===== src/rtl/vfo_pkg.sv =====
// Shared widths and types for the encoder tuning controller.
package vfo_pkg;
    localparam int FREQ_W = 32;
    localparam int RIT_W  = 16;

    typedef enum logic [1:0] {
        MODE_MAIN = 2'b00,
        MODE_RIT  = 2'b01,
        MODE_CAL  = 2'b10,
        MODE_HOLD = 2'b11
    } tune_mode_e;

    // One complete set of stored tuning state.
    typedef struct packed {
        logic [FREQ_W-1:0]        main;
        logic signed [RIT_W-1:0]  rit;
        logic                     rit_en;
    } tune_set_t;
endpackage


===== src/rtl/vfo_quad_dec.sv =====
// Quadrature decoder: compares the present encoder code with the code seen
// at the previous edge and flags one up or one down step.
// Assumes the inputs are debounced and synchronous to clk.
// A double-bit jump is dropped.
module vfo_quad_dec (
    input  logic clk,
    input  logic rst_n,
    input  logic enc_a,
    input  logic enc_b,
    output logic step_up,
    output logic step_dn
);
    logic [1:0] ab_q;
    logic       primed_q;
    logic [1:0] delta;

    // Position of a code along the clockwise sequence.
    function automatic logic [1:0] gray_pos(input logic [1:0] ab);
        case (ab)
            2'b10:   return 2'd0;
            2'b11:   return 2'd1;
            2'b01:   return 2'd2;
            default: return 2'd3;
        endcase
    endfunction

    // Remember the last code; primed marks that a valid reference exists.
    always_ff @(posedge clk) begin
        if (!rst_n) begin
            ab_q     <= 2'b00;
            primed_q <= 1'b0;
        end else begin
            ab_q     <= {enc_a, enc_b};
            primed_q <= 1'b1;
        end
    end

    // Forward one position is up, back one is down, two apart is illegal.
    always_comb begin
        delta   = gray_pos({enc_a, enc_b}) - gray_pos(ab_q);
        step_up = primed_q && (delta == 2'd1);
        step_dn = primed_q && (delta == 2'd3);
    end

    a_r1_single_dir: assert property (@(posedge clk) disable iff (!rst_n)
        !(step_up && step_dn));

    a_r2_illegal_jump: assert property (@(posedge clk) disable iff (!rst_n)
        (primed_q && (({enc_a, enc_b} ^ ab_q) == 2'b11)) |-> !(step_up || step_dn));
endmodule


===== src/rtl/vfo_tune_regs.sv =====
// Tuning registers: applies decoded steps to the main frequency or RIT
// according to the mode. Holds the RIT enable and the display copy.
// A load from a memory channel overrides any step in the same cycle.
module vfo_tune_regs #(
    parameter int unsigned RESET_FREQ = 7_000_000,
    parameter int unsigned FREQ_MIN   = 100_000,
    parameter int unsigned FREQ_MAX   = 60_000_000,
    parameter int          RIT_LIM    = 10_000,
    parameter int          RIT_STEP   = 10
) (
    input  logic                       clk,
    input  logic                       rst_n,
    input  logic                       step_up,
    input  logic                       step_dn,
    input  vfo_pkg::tune_mode_e        mode_i,
    input  logic [1:0]                 step_sel,
    input  logic                       rit_tgl,
    input  logic                       load_i,
    input  vfo_pkg::tune_set_t         load_val,
    output vfo_pkg::tune_set_t         cur_o,
    output logic [vfo_pkg::FREQ_W-1:0] disp_o
);
    import vfo_pkg::*;

    localparam logic [FREQ_W-1:0]       F_HI   = FREQ_W'(FREQ_MAX);
    localparam logic [FREQ_W-1:0]       F_LO   = FREQ_W'(FREQ_MIN);
    localparam logic [FREQ_W-1:0]       F_RST  = FREQ_W'(RESET_FREQ);
    localparam logic signed [RIT_W-1:0] R_HI   = RIT_W'(RIT_LIM);
    localparam logic signed [RIT_W-1:0] R_LO   = RIT_W'(-RIT_LIM);
    localparam logic signed [RIT_W-1:0] R_STEP = RIT_W'(RIT_STEP);

    tune_set_t         cur_q, cur_nx;
    logic [FREQ_W-1:0] amt;
    logic [FREQ_W-1:0] disp_q;

    // Step size: 1 Hz when calibrating, otherwise chosen by step_sel.
    always_comb begin
        if (mode_i == MODE_CAL) amt = FREQ_W'(1);
        else begin
            case (step_sel)
                2'b00:   amt = FREQ_W'(10);
                2'b01:   amt = FREQ_W'(100);
                default: amt = FREQ_W'(1000);
            endcase
        end
    end

    // Next-state: load, else a clamped step on the selected register.
    always_comb begin
        cur_nx = cur_q;
        if (load_i) begin
            cur_nx = load_val;
        end else begin
            if (rit_tgl) cur_nx.rit_en = !cur_q.rit_en;
            if (mode_i == MODE_MAIN || mode_i == MODE_CAL) begin
                if (step_up)
                    cur_nx.main = (cur_q.main > F_HI - amt) ? F_HI : cur_q.main + amt;
                else if (step_dn)
                    cur_nx.main = (cur_q.main < F_LO + amt) ? F_LO : cur_q.main - amt;
            end else if (mode_i == MODE_RIT) begin
                if (step_up)
                    cur_nx.rit = (cur_q.rit > R_HI - R_STEP) ? R_HI : cur_q.rit + R_STEP;
                else if (step_dn)
                    cur_nx.rit = (cur_q.rit < R_LO + R_STEP) ? R_LO : cur_q.rit - R_STEP;
            end
        end
    end

    // State register and the display copy that freezes in calibration.
    always_ff @(posedge clk) begin
        if (!rst_n) begin
            cur_q  <= '{main: F_RST, rit: '0, rit_en: 1'b0};
            disp_q <= F_RST;
        end else begin
            cur_q <= cur_nx;
            if (mode_i != MODE_CAL) disp_q <= cur_q.main;
        end
    end

    assign cur_o  = cur_q;
    assign disp_o = disp_q;

    a_r3_main_bound: assert property (@(posedge clk) disable iff (!rst_n)
        (cur_q.main >= F_LO) && (cur_q.main <= F_HI));

    a_r4_rit_bound: assert property (@(posedge clk) disable iff (!rst_n)
        (cur_q.rit >= R_LO) && (cur_q.rit <= R_HI));

    a_r5_disp_frozen: assert property (@(posedge clk) disable iff (!rst_n)
        (mode_i == MODE_CAL) |=> $stable(disp_q));

    a_r6_rit_toggle: assert property (@(posedge clk) disable iff (!rst_n)
        (rit_tgl && !load_i) |=> (cur_q.rit_en != $past(cur_q.rit_en)));

    a_r3_hold_mode: assert property (@(posedge clk) disable iff (!rst_n)
        (mode_i == MODE_HOLD && !load_i) |=> ($stable(cur_q.main) && $stable(cur_q.rit)));
endmodule


===== src/rtl/vfo_mem_bank.sv =====
// Channel memory: one register-file word per channel holding a full tuning
// set. The write is synchronous and the read is combinational.
// Every word resets to the power-on tuning state.
module vfo_mem_bank #(
    parameter int          CHANNELS   = 16,
    parameter int unsigned RESET_FREQ = 7_000_000,
    localparam int         AW         = $clog2(CHANNELS)
) (
    input  logic               clk,
    input  logic               rst_n,
    input  logic               wr_i,
    input  logic [AW-1:0]      addr_i,
    input  vfo_pkg::tune_set_t wdata_i,
    output vfo_pkg::tune_set_t rdata_o
);
    import vfo_pkg::*;

    tune_set_t mem_q [CHANNELS];

    // Each word is written only when addressed by a save strobe.
    for (genvar g = 0; g < CHANNELS; g++) begin : g_word
        always_ff @(posedge clk) begin
            if (!rst_n)
                mem_q[g] <= '{main: FREQ_W'(RESET_FREQ), rit: '0, rit_en: 1'b0};
            else if (wr_i && addr_i == AW'(g))
                mem_q[g] <= wdata_i;
        end
    end

    assign rdata_o = mem_q[addr_i];

    a_r9_store: assert property (@(posedge clk) disable iff (!rst_n)
        wr_i |=> (mem_q[$past(addr_i)] == $past(wdata_i)));
endmodule


===== src/rtl/vfo_freq_sum.sv =====
// Output adder: main plus enabled RIT plus each enabled signed offset.
// The sum saturates to the unsigned output range and is registered once.
module vfo_freq_sum #(
    parameter int N_OFS = 2,
    parameter int OFS_W = 24
) (
    input  logic                       clk,
    input  logic                       rst_n,
    input  vfo_pkg::tune_set_t         set_i,
    input  logic [N_OFS-1:0]           ofs_en,
    input  logic [N_OFS-1:0]           ofs_neg,
    input  logic [N_OFS-1:0][OFS_W-1:0] ofs_val,
    output logic [vfo_pkg::FREQ_W-1:0] freq_o
);
    import vfo_pkg::*;

    localparam int SW = FREQ_W + $clog2(N_OFS + 2) + 1;

    logic signed [SW-1:0] acc;
    logic [FREQ_W-1:0]    sat;

    // Signed accumulation of all contributions, then saturate.
    always_comb begin
        acc = signed'({{(SW-FREQ_W){1'b0}}, set_i.main});
        if (set_i.rit_en)
            acc = acc + signed'({{(SW-RIT_W){set_i.rit[RIT_W-1]}}, set_i.rit});
        for (int i = 0; i < N_OFS; i++) begin
            if (ofs_en[i]) begin
                if (ofs_neg[i]) acc = acc - signed'({{(SW-OFS_W){1'b0}}, ofs_val[i]});
                else            acc = acc + signed'({{(SW-OFS_W){1'b0}}, ofs_val[i]});
            end
        end
        if (acc < 0)
            sat = '0;
        else if (acc[SW-1:FREQ_W] != '0)
            sat = '1;
        else
            sat = acc[FREQ_W-1:0];
    end

    // Output register.
    always_ff @(posedge clk) begin
        if (!rst_n) freq_o <= '0;
        else        freq_o <= sat;
    end
endmodule


===== src/rtl/vfo_tune_ctrl.sv =====
// Top of the encoder tuning controller: decoder, tuning registers, channel
// memory and output adder. Assumes debounced synchronous inputs and
// single-cycle save, recall and rit_tgl strobes.
module vfo_tune_ctrl #(
    parameter int          CHANNELS   = 16,
    parameter int          OFS_W      = 24,
    parameter int unsigned RESET_FREQ = 7_000_000,
    parameter int unsigned FREQ_MIN   = 100_000,
    parameter int unsigned FREQ_MAX   = 60_000_000
) (
    input  logic                        clk,
    input  logic                        rst_n,
    input  logic                        enc_a,
    input  logic                        enc_b,
    input  logic [1:0]                  mode,
    input  logic [1:0]                  step_sel,
    input  logic                        rit_tgl,
    input  logic                        ofs1_en,
    input  logic                        ofs1_neg,
    input  logic [OFS_W-1:0]            ofs1_val,
    input  logic                        ofs2_en,
    input  logic                        ofs2_neg,
    input  logic [OFS_W-1:0]            ofs2_val,
    input  logic [$clog2(CHANNELS)-1:0] mem_sel,
    input  logic                        save,
    input  logic                        recall,
    output logic [31:0]                 freq_out,
    output logic [31:0]                 disp_freq
);
    import vfo_pkg::*;

    logic      up, dn, load;
    tune_set_t cur_set, mem_rd;

    // Save wins over recall.
    assign load = recall && !save;

    vfo_quad_dec i_dec (
        .clk(clk), .rst_n(rst_n), .enc_a(enc_a), .enc_b(enc_b),
        .step_up(up), .step_dn(dn)
    );

    vfo_tune_regs #(
        .RESET_FREQ(RESET_FREQ), .FREQ_MIN(FREQ_MIN), .FREQ_MAX(FREQ_MAX)
    ) i_regs (
        .clk(clk), .rst_n(rst_n), .step_up(up), .step_dn(dn),
        .mode_i(tune_mode_e'(mode)), .step_sel(step_sel), .rit_tgl(rit_tgl),
        .load_i(load), .load_val(mem_rd), .cur_o(cur_set), .disp_o(disp_freq)
    );

    vfo_mem_bank #(.CHANNELS(CHANNELS), .RESET_FREQ(RESET_FREQ)) i_mem (
        .clk(clk), .rst_n(rst_n), .wr_i(save), .addr_i(mem_sel),
        .wdata_i(cur_set), .rdata_o(mem_rd)
    );

    vfo_freq_sum #(.N_OFS(2), .OFS_W(OFS_W)) i_sum (
        .clk(clk), .rst_n(rst_n), .set_i(cur_set),
        .ofs_en({ofs2_en, ofs1_en}), .ofs_neg({ofs2_neg, ofs1_neg}),
        .ofs_val({ofs2_val, ofs1_val}), .freq_o(freq_out)
    );

    a_r9_recall_load: assert property (@(posedge clk) disable iff (!rst_n)
        load |=> (cur_set == $past(mem_rd)));
endmodule


===== config.mk =====
export PLATFORM = sky130hd
export DESIGN_NAME = vfo_tune_ctrl
export DESIGN_NICKNAME = d
export VERILOG_FILES = /design/src/rtl/vfo_pkg.sv /design/src/rtl/vfo_quad_dec.sv /design/src/rtl/vfo_tune_regs.sv /design/src/rtl/vfo_mem_bank.sv /design/src/rtl/vfo_freq_sum.sv /design/src/rtl/vfo_tune_ctrl.sv
export SDC_FILE = /design/constraint.sdc
export NUM_CORES = 2
export LEC_CHECK = 0
export ABC_AREA = 1
export BUFFER_PORTS_ARGS = -buffer_cell sky130_fd_sc_hd__buf_2
export CAP_MARGIN = 0
export CORE_ASPECT_RATIO = 1.4
export CORE_MARGIN = 1
export CORE_UTILIZATION = 45
export CTS_CLUSTER_DIAMETER = 60
export DETAILED_ROUTE_END_ITERATION = 16
export GPL_TIMING_DRIVEN = 0
export MAX_ROUTING_LAYER = met4
export PLACE_DENSITY = 0.67
export SYNTH_ARGS = -nofsm -noshare
export SYNTH_HDL_FRONTEND = slang
export SYNTH_SLANG_ARGS = --single-unit

===== constraint.sdc =====
create_clock -name clk -period 5.1 [get_ports clk]
set_input_delay 0.255 -clock clk [delete_from_list [all_inputs] [get_ports clk]]
set_output_delay 0.255 -clock clk [all_outputs]
set_load 0.02 [all_outputs]

==> results.json <==
{
  "status": "finished, violations left",
  "violations": "capacitance limit, slew limit, setup timing",
  "synth_edf_count": 784,
  "finalHoldViolCount": 0,
  "min_period_ps": 6760,
  "grt_max_degree": 38,
  "dieArea_um2": 110000,
  "cts_sinks": 900,
  "io_buffers": 126,
  "boundaryPins": 131,
  "async_flop_share": 0,
  "wire_per_inst_um": 32.1,
  "setup_ws_ps": -1660,
  "yosysSeqAreaShare": 0.531,
  "worst_path_max_delay_cell": "o211ai_1",
  "drc": 0,
  "vias": 46616,
  "crit_buf_inv": 9,
  "fp-row-count": 142,
  "fin_cells": 7257,
  "clkTransAtPathRegs_ps": 60,
  "start_util": 0.455,
  "fill_cells": 9899,
  "rsz0062_at_grt": "true",
  "cp_common_cell": "nand2_4",
  "drive_above_1_share": 0.116,
  "switchingPower_w": 0.00750,
  "yosysWarnings": 0,
  "antenna_found_initial": 11,
  "arrival_ps": 7430,
  "placed_cells": 7018,
  "clock_latency_ps": 770,
  "overflow": 0,
  "synth.most_common_cell": "nor2_1",
  "fin_skew_ps": 45.5,
  "cts_buffers": 93,
  "synth_top_area_cell": "edfxtp_1",
  "finalMaxSlewViolations": 60,
  "grt_pass1_vias": 44819,
  "crit_family": "buffers and inverters",
  "fin_nets": 5936,
  "p_seq_frac": 0.402,
  "grtUsageTotal": 0.433,
  "hpwl_um": 168000,
  "cts_tree": "yes",
  "setup_viol": 32,
  "critPathKind": "flop to flop",
  "synth_fp_nets": 5623,
  "grt_pass1_wl_um": 321000,
  "first_pass_iters": 14,
  "wirelength_um": 233000,
  "crit_fanout": 10,
  "drtIter0Drc": 6352,
  "power_w": 0.0212,
  "synth_top_area_frac": 0.483,
  "min_path_type": "primary input to flop",
  "syn_area_um2": 48700,
  "syn2layout_area_growth_pct": 16.4,
  "htree_levels": 3,
  "fp.dieW_um": 280,
  "cp.required_ps": 5770,
  "synth.distinct_cells": 69,
  "max-vdd-ir-drop_v": 0.000295,
  "drtAntennaViolNets": 0,
  "startpoint_type": "flop",
  "pwr-share-clk": 0.327,
  "synth_seq_cells": 900,
  "relSlewSlack": -0.114,
  "cts_root_buf": "clkbuf_16",
  "vias_per_cell": 6.42,
  "power_density_nw_per_um2": 373,
  "globalplace.congestion": 1.09,
  "synthFlopType": "edfxtp_1",
  "p_int_w": 0.0137,
  "synth_common_cells": "nor2_1, nand2_1, edfxtp_1",
  "avgSynthCellArea_um2": 9.00,
  "max_cap_violations": 9,
  "swShare": 0.354,
  "cp-end-kind": "flop",
  "ys_top_cells_by_area": "edfxtp_1, nor2_1, nand2_1",
  "leakagePower_nw": 20.4,
  "core_area_um2": 107000,
  "fmax_ghz": 0.148,
  "syn_inst": 5410,
  "clk_path_buf_depth": 3,
  "pwr-share-comb": 0.272,
  "period_share": 1.33,
  "tightest_slew_ps": 1660,
  "critPathMaxStageDelay_ps": 950,
  "fp.dieH_um": 391
}
routing by layer:
metal,share of wire,track usage,vias up
met5,0,-,-
met4,0.12,0.416,0
met3,0.12,0.132,1353
met2,0.46,0.694,3612
met1,0.30,0.412,22001
li1,-,-,19650
flip-flops by register name, indices dropped and copies added (netlist names):
register and flops:
i_dec.ab_q 2, i_dec.primed_q 1, i_mem.mem_q 784, i_regs.cur_o 49, i_regs.disp_o 32, i_sum.freq_o 32
power groups by stage:
stage               logic [W]  registers, W  clock network, W
floorplan             0.00307       0.00869                 0
CTS                   0.00543       0.00849           0.00684
global placement      0.00495       0.00873                 0
global route          0.00604       0.00852           0.00712
detailed placement    0.00511       0.00864                 0
finish                0.00575       0.00851           0.00691
per-stage QoR:
step                      setup slack (ps)  hold slack (ps)  setup TNS (ps)  cell area [µm²]  utilization
final                                -1660             60.3          -52030            56700        0.529
after global routing                 -1870             77.1          -58630            56700        0.529
after CTS                            -1190             43.7          -37460            56400        0.526
after detailed placement             -2860              385         -101250            52600        0.491
after global placement               -6260              383        -3678150            51400        0.480
after floorplan                       -207              283          -42160            49000            -
path summary, 6_finish.rpt:
| check | start | endpoint | slack, ps | cells after the start |
|---|---|---|---|---|
| worst max-delay path | i_regs.cur_o[0]$_SDFFE_PN0P_ | i_sum.freq_o[15]$_SDFF_PP0_ | -1660 | 30 |
| worst min-delay path | ofs2_val[0] | i_sum.freq_o[0]$_SDFF_PP0_ | 60 | 7 |
| worst max register to register | i_regs.cur_o[0]$_SDFFE_PN0P_ | i_sum.freq_o[15]$_SDFF_PP0_ | -1660 | 30 |
| worst min register to register | i_regs.disp_o[9]$_SDFFE_PN1P_ | i_regs.disp_o[9]$_SDFFE_PN1P_ | 480 | 2 |
layout make-up:
class                   instances  area (µm²)  share of cell area
diodes                         16        40.0            0.000706
plain buffers                 382        1590              0.0280
clock buffers                 114        2410              0.0424
clock inverters                59         593              0.0105
inverters                     372        1400              0.0247
multi-input cells            3755       20800               0.367
flip-flops and latches        900       25900               0.457
well taps                    1440        1800              0.0318
repair buffers                219        2140              0.0378
tightest hold or removal path: stages:
cell and delay (ps):
buf_2 100, ha_1 120, nand2_1 50, nand2_1 70
nand3_2 70, nand2_2 60, inv_2 20
what timing repair did:
action | CTS | global route
gates cloned | 2 | 1
pin swaps | 32 | 29
hold buffers | 4 | 0
endpoints found under the hold margin | 4 | 0
setup buffers | 35 | 9
resized for setup | 135 | 63
endpoints found under the setup margin | 59 | 40
logic make-up after synthesis:
family,after synthesis,synth area share
compound gates,1025,0.129
xor+xnor,146,0.0263
fa+ha+maj,146,0.0383
buf+inv,755,0.0606
flops,900,0.531
other cells,1,0.0000770
simple gates,2437,0.215
layout by cell type, fill, tap and decap left out, drive strengths merged, types with 3 or more instances in the layout:
cell type and count:
a21boi 4, xnor2 34, clkinv 69, bufinv 4
o211ai 38, dlygate4sd3 4, a31oi 201, edfxtp 784
buf 298, a22oi 199, o21a 7, nor3b 3
or2 18, a221oi 6, o21ai 242, xor2 112
o31ai 8, or4 5, nor4 47, o2111ai 3
a211oi 4, nand3 586, o21bai 19, dfxtp 116
clkbuf 413, nor3 62, a21o 11, nand2 823
a21oi 261, diode 16, fa 5, o221ai 5
clkinvlp 5, o22ai 5, inv 353, nor2 854
nand4 35, ha 141, o41ai 4
No activity file was read; power rests on OpenSTA's default activity.
